<file path="src/rtl/refresh_sched_pkg.sv">
package refresh_sched_pkg;
  typedef enum logic [1:0] {
    PH_WAIT = 2'd0,  // not yet armed
    PH_RUN  = 2'd1,  // interval running
    PH_PEND = 2'd2   // request pending
  } phase_e;
endpackage

</file>
<file path="src/rtl/rs_interval_cnt.sv">
module rs_interval_cnt #(
  parameter int unsigned REF_PERIOD = 770,
  localparam int unsigned CNT_W = (REF_PERIOD > 2) ? $clog2(REF_PERIOD) : 1
) (
  input  logic             clk_i,
  input  logic             rst_ni,
  input  logic             run_i,
  input  logic             clear_i,
  output logic [CNT_W-1:0] cnt_o,
  output logic             tc_o
);
  localparam logic [CNT_W-1:0] TC_VAL = CNT_W'(REF_PERIOD - 1);

  logic [CNT_W-1:0] cnt_q;

  always_ff @(posedge clk_i or negedge rst_ni) begin
    if (!rst_ni)          cnt_q <= '0;
    else if (!run_i)      cnt_q <= '0;
    else if (clear_i)     cnt_q <= '0;
    else if (cnt_q != TC_VAL) cnt_q <= cnt_q + 1'b1;
  end

  assign cnt_o = cnt_q;
  assign tc_o  = run_i && (cnt_q == TC_VAL);


  cnt_clear_chk: assert property (@(posedge clk_i) disable iff (!rst_ni)
    (run_i && clear_i) |=> (cnt_o == '0));


  tc_hold_chk: assert property (@(posedge clk_i) disable iff (!rst_ni)
    (tc_o && !clear_i && run_i) |=> (cnt_o == TC_VAL));
endmodule

</file>
<file path="src/rtl/rs_phase_ctrl.sv">
module rs_phase_ctrl
  import refresh_sched_pkg::*;
(
  input  logic   clk_i,
  input  logic   rst_ni,
  input  logic   init_done_i,
  input  logic   ref_done_i,
  input  logic   tc_i,
  output phase_e phase_o
);
  phase_e phase_q, phase_d;

  always_comb begin
    phase_d = phase_q;
    unique case (phase_q)
      PH_WAIT: if (init_done_i) phase_d = PH_RUN;
      PH_RUN:  if (!ref_done_i && tc_i) phase_d = PH_PEND;  // done beats expiry
      PH_PEND: if (ref_done_i) phase_d = PH_RUN;
      default: phase_d = PH_WAIT;
    endcase
  end

  always_ff @(posedge clk_i or negedge rst_ni) begin
    if (!rst_ni) phase_q <= PH_WAIT;
    else         phase_q <= phase_d;
  end

  assign phase_o = phase_q;


  req_hold_chk: assert property (@(posedge clk_i) disable iff (!rst_ni)
    (phase_q == PH_PEND && !ref_done_i) |=> (phase_q == PH_PEND));


  req_raise_chk: assert property (@(posedge clk_i) disable iff (!rst_ni)
    (phase_q == PH_RUN && tc_i && !ref_done_i) |=> (phase_q == PH_PEND));


  done_wins_chk: assert property (@(posedge clk_i) disable iff (!rst_ni)
    (phase_q != PH_WAIT && ref_done_i) |=> (phase_q == PH_RUN));


  arm_sticky_chk: assert property (@(posedge clk_i) disable iff (!rst_ni)
    (phase_q != PH_WAIT) |=> (phase_q != PH_WAIT));
endmodule

</file>
<file path="src/rtl/rs_window_dec.sv">
module rs_window_dec #(
  parameter int unsigned WIN_LEN = 100,
  parameter int unsigned CNT_W   = 10
) (
  input  logic [CNT_W-1:0] cnt_i,
  input  logic             counting_i,
  output logic             win_o
);
  localparam logic [CNT_W-1:0] WIN_LIM = CNT_W'(WIN_LEN);

  assign win_o = counting_i && (cnt_i < WIN_LIM);
endmodule

</file>
<file path="src/rtl/refresh_scheduler.sv">
module refresh_scheduler
  import refresh_sched_pkg::*;
#(
  parameter int unsigned REF_PERIOD = 770,
  parameter int unsigned WIN_LEN    = 100
) (
  input  logic clk_i,
  input  logic rst_ni,
  input  logic init_done_i,
  input  logic ref_done_i,
  output logic ref_req_o,
  output logic cmd_win_o
);
  localparam int unsigned CNT_W = (REF_PERIOD > 2) ? $clog2(REF_PERIOD) : 1;

  phase_e           phase;
  logic [CNT_W-1:0] cnt;
  logic             tc;
  logic             armed;

  assign armed = (phase != PH_WAIT);

  rs_phase_ctrl u_phase (
    .clk_i       (clk_i),
    .rst_ni      (rst_ni),
    .init_done_i (init_done_i),
    .ref_done_i  (ref_done_i),
    .tc_i        (tc),
    .phase_o     (phase)
  );

  rs_interval_cnt #(.REF_PERIOD(REF_PERIOD)) u_cnt (
    .clk_i   (clk_i),
    .rst_ni  (rst_ni),
    .run_i   (armed),
    .clear_i (ref_done_i),
    .cnt_o   (cnt),
    .tc_o    (tc)
  );

  rs_window_dec #(.WIN_LEN(WIN_LEN), .CNT_W(CNT_W)) u_win (
    .cnt_i      (cnt),
    .counting_i (phase == PH_RUN),
    .win_o      (cmd_win_o)
  );

  assign ref_req_o = (phase == PH_PEND);


  win_vs_req_chk: assert property (@(posedge clk_i) disable iff (!rst_ni)
    ref_req_o |-> !cmd_win_o);


  unarmed_quiet_chk: assert property (@(posedge clk_i) disable iff (!rst_ni)
    !armed |-> (!ref_req_o && !cmd_win_o && cnt == '0));


  win_reopen_chk: assert property (@(posedge clk_i) disable iff (!rst_ni)
    (armed && ref_done_i) |=> cmd_win_o);
endmodule

</file>
<file path="config.mk">
export PLATFORM = sky130hd
export DESIGN_NAME = refresh_scheduler
export DESIGN_NICKNAME = d
export VERILOG_FILES = /design/src/rtl/refresh_sched_pkg.sv /design/src/rtl/rs_interval_cnt.sv /design/src/rtl/rs_phase_ctrl.sv /design/src/rtl/rs_window_dec.sv /design/src/rtl/refresh_scheduler.sv
export SDC_FILE = /design/constraint.sdc
export NUM_CORES = 1
export LEC_CHECK = 0
export BUFFER_PORTS_ARGS = -buffer_cell sky130_fd_sc_hd__buf_2
export CORE_MARGIN = 3
export CORE_UTILIZATION = 45
export DETAILED_ROUTE_END_ITERATION = 16
export SYNTH_ARGS = -nofsm -noshare
export SYNTH_HDL_FRONTEND = slang
export SYNTH_SLANG_ARGS = --single-unit
</file>
<file path="constraint.sdc">
create_clock -name clk_i -period 3.6 [get_ports clk_i]
set_input_delay 0.72 -clock clk_i [delete_from_list [all_inputs] [get_ports clk_i]]
set_output_delay 0.72 -clock clk_i [all_outputs]
set_load 0.03 [all_outputs]
</file>
==> metrics.txt, run 1 <==
max_slew headroom=53.7%; CTS tree=yes; Final Hold Fails=0; switch share=23.7%; HP Class=primary input to asynchronous set/reset pin; Setup CP Type=flip-flop to primary output; initial antenna violation count=0; pin count of the biggest net entering global routing=13; Core Rows=13; Tot Pwr=approximately 240 uW; post-layout util=54.7%; Post-DRT Antenna Nets=0; Yosys top cell by area=dfrtp_1; cell area after synthesis=approximately 670 um2; Worst Path Arrival=1.66 ns; post-CTS sizing=0; area delta synth->final=9.87%; Crit path max-delay family=simple AND/OR/NAND/NOR gates; clock slew at reported path FFs=0.07 ns; max-cap violations=0; hold buffers post-CTS=0; Worst path max stage delay=between 0.4 and 0.5 ns; power share of the clock group=33.3%; DR vias=532; Distinct cells, synth=28; GPL Wtd Cong=roughly 0.71; io pins=6; Max stage delay cell, worst path=dfrtp_1; Synth area leaders=dfrtp_1 45%, a21oi_1 3.7%, ha_1 3.7%, or4_1 3.4%, nor4_4 3.2%; setup tns final=0 ns; f_max=0.421 GHz; Buf+Inv Stages, Crit Path=1; Leak Pwr=0.000299 uW; Total GRT Usage=15.4%; number of port buffers=5; fin crit share=66.0%; vias in the first global route=484; detailed placement HPWL=between 800 and 900 um; drt pass-1 iters=4; H-tree depth=1; Clk Latency, worst-skew pair=0.26 ns; initial DRC count=17; Avg Cell Area, Syn=around 10 um2; area of the core=1350 um2; full die area=1990 um2; Crit path required time=2.88 ns; PwrDens=327 nW/um2; Critical Path Start Type=flip-flop; Seq pwr share=58.5%; total CTS buffers=3; Max FO, Critical Path=6; synth warn=0; Via density=around 5.9; gr ovfl total=0; register area share after synthesis=between 40% and 50%; Antenna Diode Count=0; Final Slew Violations=0; share of layout cells above drive strength 1=16.0%; Gate power share=8.1%; cell area after placement=716 um2; per-cell routed wire length=13.9 um; Setup Fix Bufs, Post-CTS=0; minimum clock period after layout=2.38 ns; Psw=57.2 uW; clk root buf=clkbuf_4; clk buf depth=2; RSZ-0062 raised after global routing=no; Syn Inst Count=67; chip height=44.6 um; Die Wd=44.6 um; number of synthesized register bits=12; starting density of the core=approximately 50%; Internal=approximately 180 uW; nets=between 80 and 90; clock sink count=12; residual DRC count=0; worst ir drop on vdd=0.168 mV; Worst Skew=0.00156 ns; area share of the largest cell type after synthesis=44.7%; global-route wire length before repair=between 2000 and 2500 um; Least-Margin Pin Slew=0.693 ns; Synth Net Count=73; Crit. End Element=primary output; Final setup viols=0; critical path, cell by cell=nand2b_1 > or4_1 > a31oi_1 > buf_2; Hold Slack=0.326 ns; total wire length=1250 um; design area=738 um2; status=complete, no violations
[power by group through the flow]
stage | Sequential (uW) | Combinational (uW) | Clock [uW]
2_1_floorplan | 143 | 13.0 | 0
4_1_cts | 141 | 20.1 | 83.0
6_report | 142 | 19.7 | 80.5
3_5_place_dp | 144 | 19.9 | 0
3_3_place_gp | 144 | 19.8 | 0
5_1_grt | 142 | 22.4 | 87.1
[registers in the layout, indices dropped and copies added (netlist names)]
register / count
u_phase.phase_o: 2
u_cnt.cnt_o: 10
[layout by cell type, fill, tap and decap left out, drive strengths merged, types with 2 or more instances in the layout]
cell type	instances
dfrtp	12
nand2b	2
buf	5
nand2	3
nand3	4
or4	3
a21oi	5
nor2	5
inv	3
o21ai	4
clkbuf	3
nand4	2
o31ai	2
xor2	2
nand3b	2
ha	2
or3	4
[worst paths after layout]
check | from | to | slack (ns) | cells past startpoint
max reg2reg | u_cnt.cnt_o[3] | u_cnt.cnt_o[1] | 1.90 | 3
max in group asynchronous | rst_ni | u_cnt.cnt_o[7] | 3.05 | 1
max | u_phase.phase_o[1] | cmd_win_o | 1.22 | 4
min | rst_ni | u_phase.phase_o[0] | 0.33 | 1
min reg2reg | u_cnt.cnt_o[9] | u_cnt.cnt_o[9] | 0.58 | 2
min in group clk_i | u_cnt.cnt_o[9] | u_cnt.cnt_o[9] | 0.58 | 2
[metal layers]
layer | GRT usage (%) | wire length, um | up-vias
li1 | - | - | 267
met5 | 0 | 0 | -
met2 | 20.9 | 551 | 13
met1 | 23.4 | 634 | 250
met3 | 2.44 | 49 | 2
met4 | 7.23 | 13 | 0
[logic make-up (layout without fill, tap and decap cells)]
family	count (synthesis)	in the layout	share of synthesized area, %
XOR/XNOR	2	2	2.61
multiplexers	2	2	3.72
buffers and inverters	3	11	1.68
AND/OR/NAND/NOR	29	29	27.4
AO/OA/AOI/OAI	17	17	16.2
adder cells (fa/ha/maj)	2	2	3.72
flip-flops	12	12	44.7
[synthesized netlist by cell type]
| master | instances |
|---|---|
| dfrtp_1 | 12 |
| a21oi_1 | 5 |
| nor2_1 | 5 |
| nand3_1 | 4 |
| o21ai_0 | 4 |
| inv_1 | 3 |
| nand2_1 | 3 |
| or3_1 | 3 |
| or4_1 | 3 |
| ha_1 | 2 |
| nand2b_1 | 2 |
| nand3b_1 | 2 |
| nand4_1 | 2 |
| o31ai_1 | 2 |
| xor2_1 | 2 |
| a22o_1 | 1 |
| a311oi_1 | 1 |
| a31oi_1 | 1 |
| mux2_4 | 1 |
| mux2i_1 | 1 |
| nand4b_1 | 1 |
| nor2b_1 | 1 |
| nor3_1 | 1 |
| nor4_4 | 1 |
| o21a_1 | 1 |
| o21ba_2 | 1 |
| o21bai_1 | 1 |
| or3_4 | 1 |
[per-stage QoR]
step	setup slack, ns	std cells
after global placement	1.54	87
after floorplan	1.41	67
final	1.22	90
after detailed placement	1.52	87
after global routing	1.13	90
after CTS	1.22	90
[cell type report]
class                      instances  area (um2)
clock buffer                       3        22.5
timing repair buffer               5        25.0
inverter                           3        11.3
sequential                        12         300
tap                               15        18.8
fill                             130         612
multi-input combinational         52         360
Note: power is estimated with default switching activity, not from simulation.
==> run 2: changes to the inputs <==
==> constraint.sdc (replaced) <==
create_clock -name clk_i -period 2.3 [get_ports clk_i]
set_input_delay 0.46 -clock clk_i [delete_from_list [all_inputs] [get_ports clk_i]]
set_output_delay 0.46 -clock clk_i [all_outputs]
set_load 0.03 [all_outputs]
==> metrics.txt, run 2 (synthesis gave the netlist of run 1 again) <==
max-cap violations=0 (unchanged); f_max=0.474 GHz; Max FO, Critical Path=6 (unchanged); cell area after placement=723 um2 (+1.0%); power share of the clock group=32.9% (-0.4 points); io pins=6 (unchanged); Worst Path Arrival=1.65 ns (about the same); design area=746 um2 (+1.0%); reg2reg start=u_cnt.cnt_o[3]; clk root buf=clkbuf_4; reg2reg path depth=3 (unchanged); share of layout cells above drive strength 1=17.1% (+1.1 points); number of port buffers=5 (unchanged); chip height=44.6 um (unchanged); post-CTS sizing=0 (unchanged); pin count of the biggest net entering global routing=13 (unchanged); vias in the first global route=480 (-0.83%); CTS tree=yes; max FFs per register=10 (unchanged); HP Class=primary input to asynchronous set/reset pin; non-filler cells, final=91 (+1.1%); Worst Skew=0.00194 ns (+0.000382 ns); Final Hold Fails=0 (unchanged); cell depth of the worst setup path=4 (unchanged); Clk Latency, worst-skew pair=0.26 ns (about the same); DR vias=525 (-1.3%); Internal=290 uW (+57%); Leak Pwr=0.000303 uW (+1.6%); H-tree depth=1 (unchanged); max_slew headroom=66.7% (+13 points); Post-DRT Antenna Nets=0 (unchanged); detailed placement HPWL=935 um (+4.4%); Setup Fix Bufs, Post-CTS=0 (unchanged); Crit path max-delay family=simple AND/OR/NAND/NOR gates; Least-Margin Pin Slew=0.498 ns (-0.195 ns); Setup CP Type=flip-flop to primary output; critical path, cell by cell=nand2b_1 > or4_1 > a31oi_1 > buf_2; Via density=5.77 (-2.4%); Crit path required time=1.84 ns (-1.04 ns); Final setup viols=0 (unchanged); worst ir drop on vdd=0.252 mV (+51%); total wire length=1330 um (+6.3%); clock slew at reported path FFs=0.07 ns (about the same); Die Wd=44.6 um (unchanged); full die area=1990 um2 (unchanged); fin crit share=91.7%; R2R Setup Slk=0.62 ns (-1.28 ns); starting density of the core=49.8% (unchanged); Psw=87.1 uW (+52%); area of the core=1350 um2 (unchanged); GPL Wtd Cong=0.722 (+0.99%); Worst path max stage delay=0.43 ns (about the same); total CTS buffers=3 (unchanged); dpl cells=88 (+1.1%); status=complete, no violations; per-cell routed wire length=14.6 um (+5.2%); PwrDens=506 nW/um2 (+54%); Crit. End Element=primary output; minimum clock period after layout=2.11 ns; global-route wire length before repair=2330 um (+6.3%); Final Slew Violations=0 (unchanged); RSZ-0062 raised after global routing=no; Critical Path Start Type=flip-flop; Total GRT Usage=16.3% (+0.91 points); Seq pwr share=58.7% (+0.2 points); Max stage delay cell, worst path=dfrtp_1; residual DRC count=0 (unchanged); gr ovfl total=0 (unchanged); switch share=23.1% (-0.55 points); clock sink count=12 (unchanged); Buf+Inv Stages, Crit Path=1 (unchanged); initial DRC count=17 (unchanged); nets=84 (+1.2%); Gate power share=8.4% (+0.3 points); Antenna Diode Count=0 (unchanged); hold buffers post-CTS=0 (unchanged); setup tns final=0 ns (unchanged); drt pass-1 iters=4 (unchanged); area delta synth->final=11.0%; Core Rows=13 (unchanged); commonest non-fill, non-tap cell in the layout=dfrtp_1; initial antenna violation count=0 (unchanged); reg2reg end=u_cnt.cnt_o[1]; clk buf depth=2 (unchanged); most frequent cells in the layout=12 x dfrtp_1, 5 x nor2_1, 5 x a21oi_1, 5 x buf_2
==> run 2: changes by cell type in the layout (fill, tap and decap cells not counted), sizes merged <==
cell	previous run	this run
buf	5	6
==> run 2: metal layers <==
layer / up-vias / share of wire (%) / wire, um / GRT usage [%]
li1: 272 / - / - / -
met5: - / 0 / 0 / 0
met1: 245 / 52 / 685 / 24.8
met4: 0 / 0.98 / 13 / 9.04
met3: 2 / 2.8 / 37 / 2.44
met2: 6 / 45 / 591 / 21.5
==> run 2: area by class of cell <==
class	instances	area [um2]
inverters	3	11.3
clock buffers	3	22.5
repair buffers	6	32.5
multi-input cells	52	360
well taps	15	18.8
flip-flops and latches	12	300
fillers	120	604
==> run 2: how the worst max path moves through the flow <==
stage	from	end	slack, ns
after detailed placement	u_phase.phase_o[1]	cmd_win_o	0.50
final	u_phase.phase_o[1]	cmd_win_o	0.19
after global placement	u_phase.phase_o[1]	cmd_win_o	0.51
after CTS	u_phase.phase_o[1]	cmd_win_o	0.19
after global routing	u_phase.phase_o[1]	cmd_win_o	0.12
after floorplan	u_cnt.cnt_o[7]	cmd_win_o	0.37
==> run 2: power by group through the flow <==
stage	clock network, uW	logic [uW]	registers, uW
after floorplan	0	20.3	224
after global placement	0	32.3	225
after detailed placement	0	32.1	226
after CTS	134	32.3	221
after global routing	141	37.2	223
final	124	31.9	221
==> run 2: per-stage QoR <==
step	total power, uW	setup WS, ns	hold slack, ns	util [%]
after floorplan	244	0.368	0.164	-
after global placement	258	0.507	0.358	53.6
after detailed placement	258	0.497	0.353	53.6
after CTS	387	0.185	0.0584	55.2
after global routing	401	0.120	0.0599	55.2
final	377	0.192	0.0618	55.2
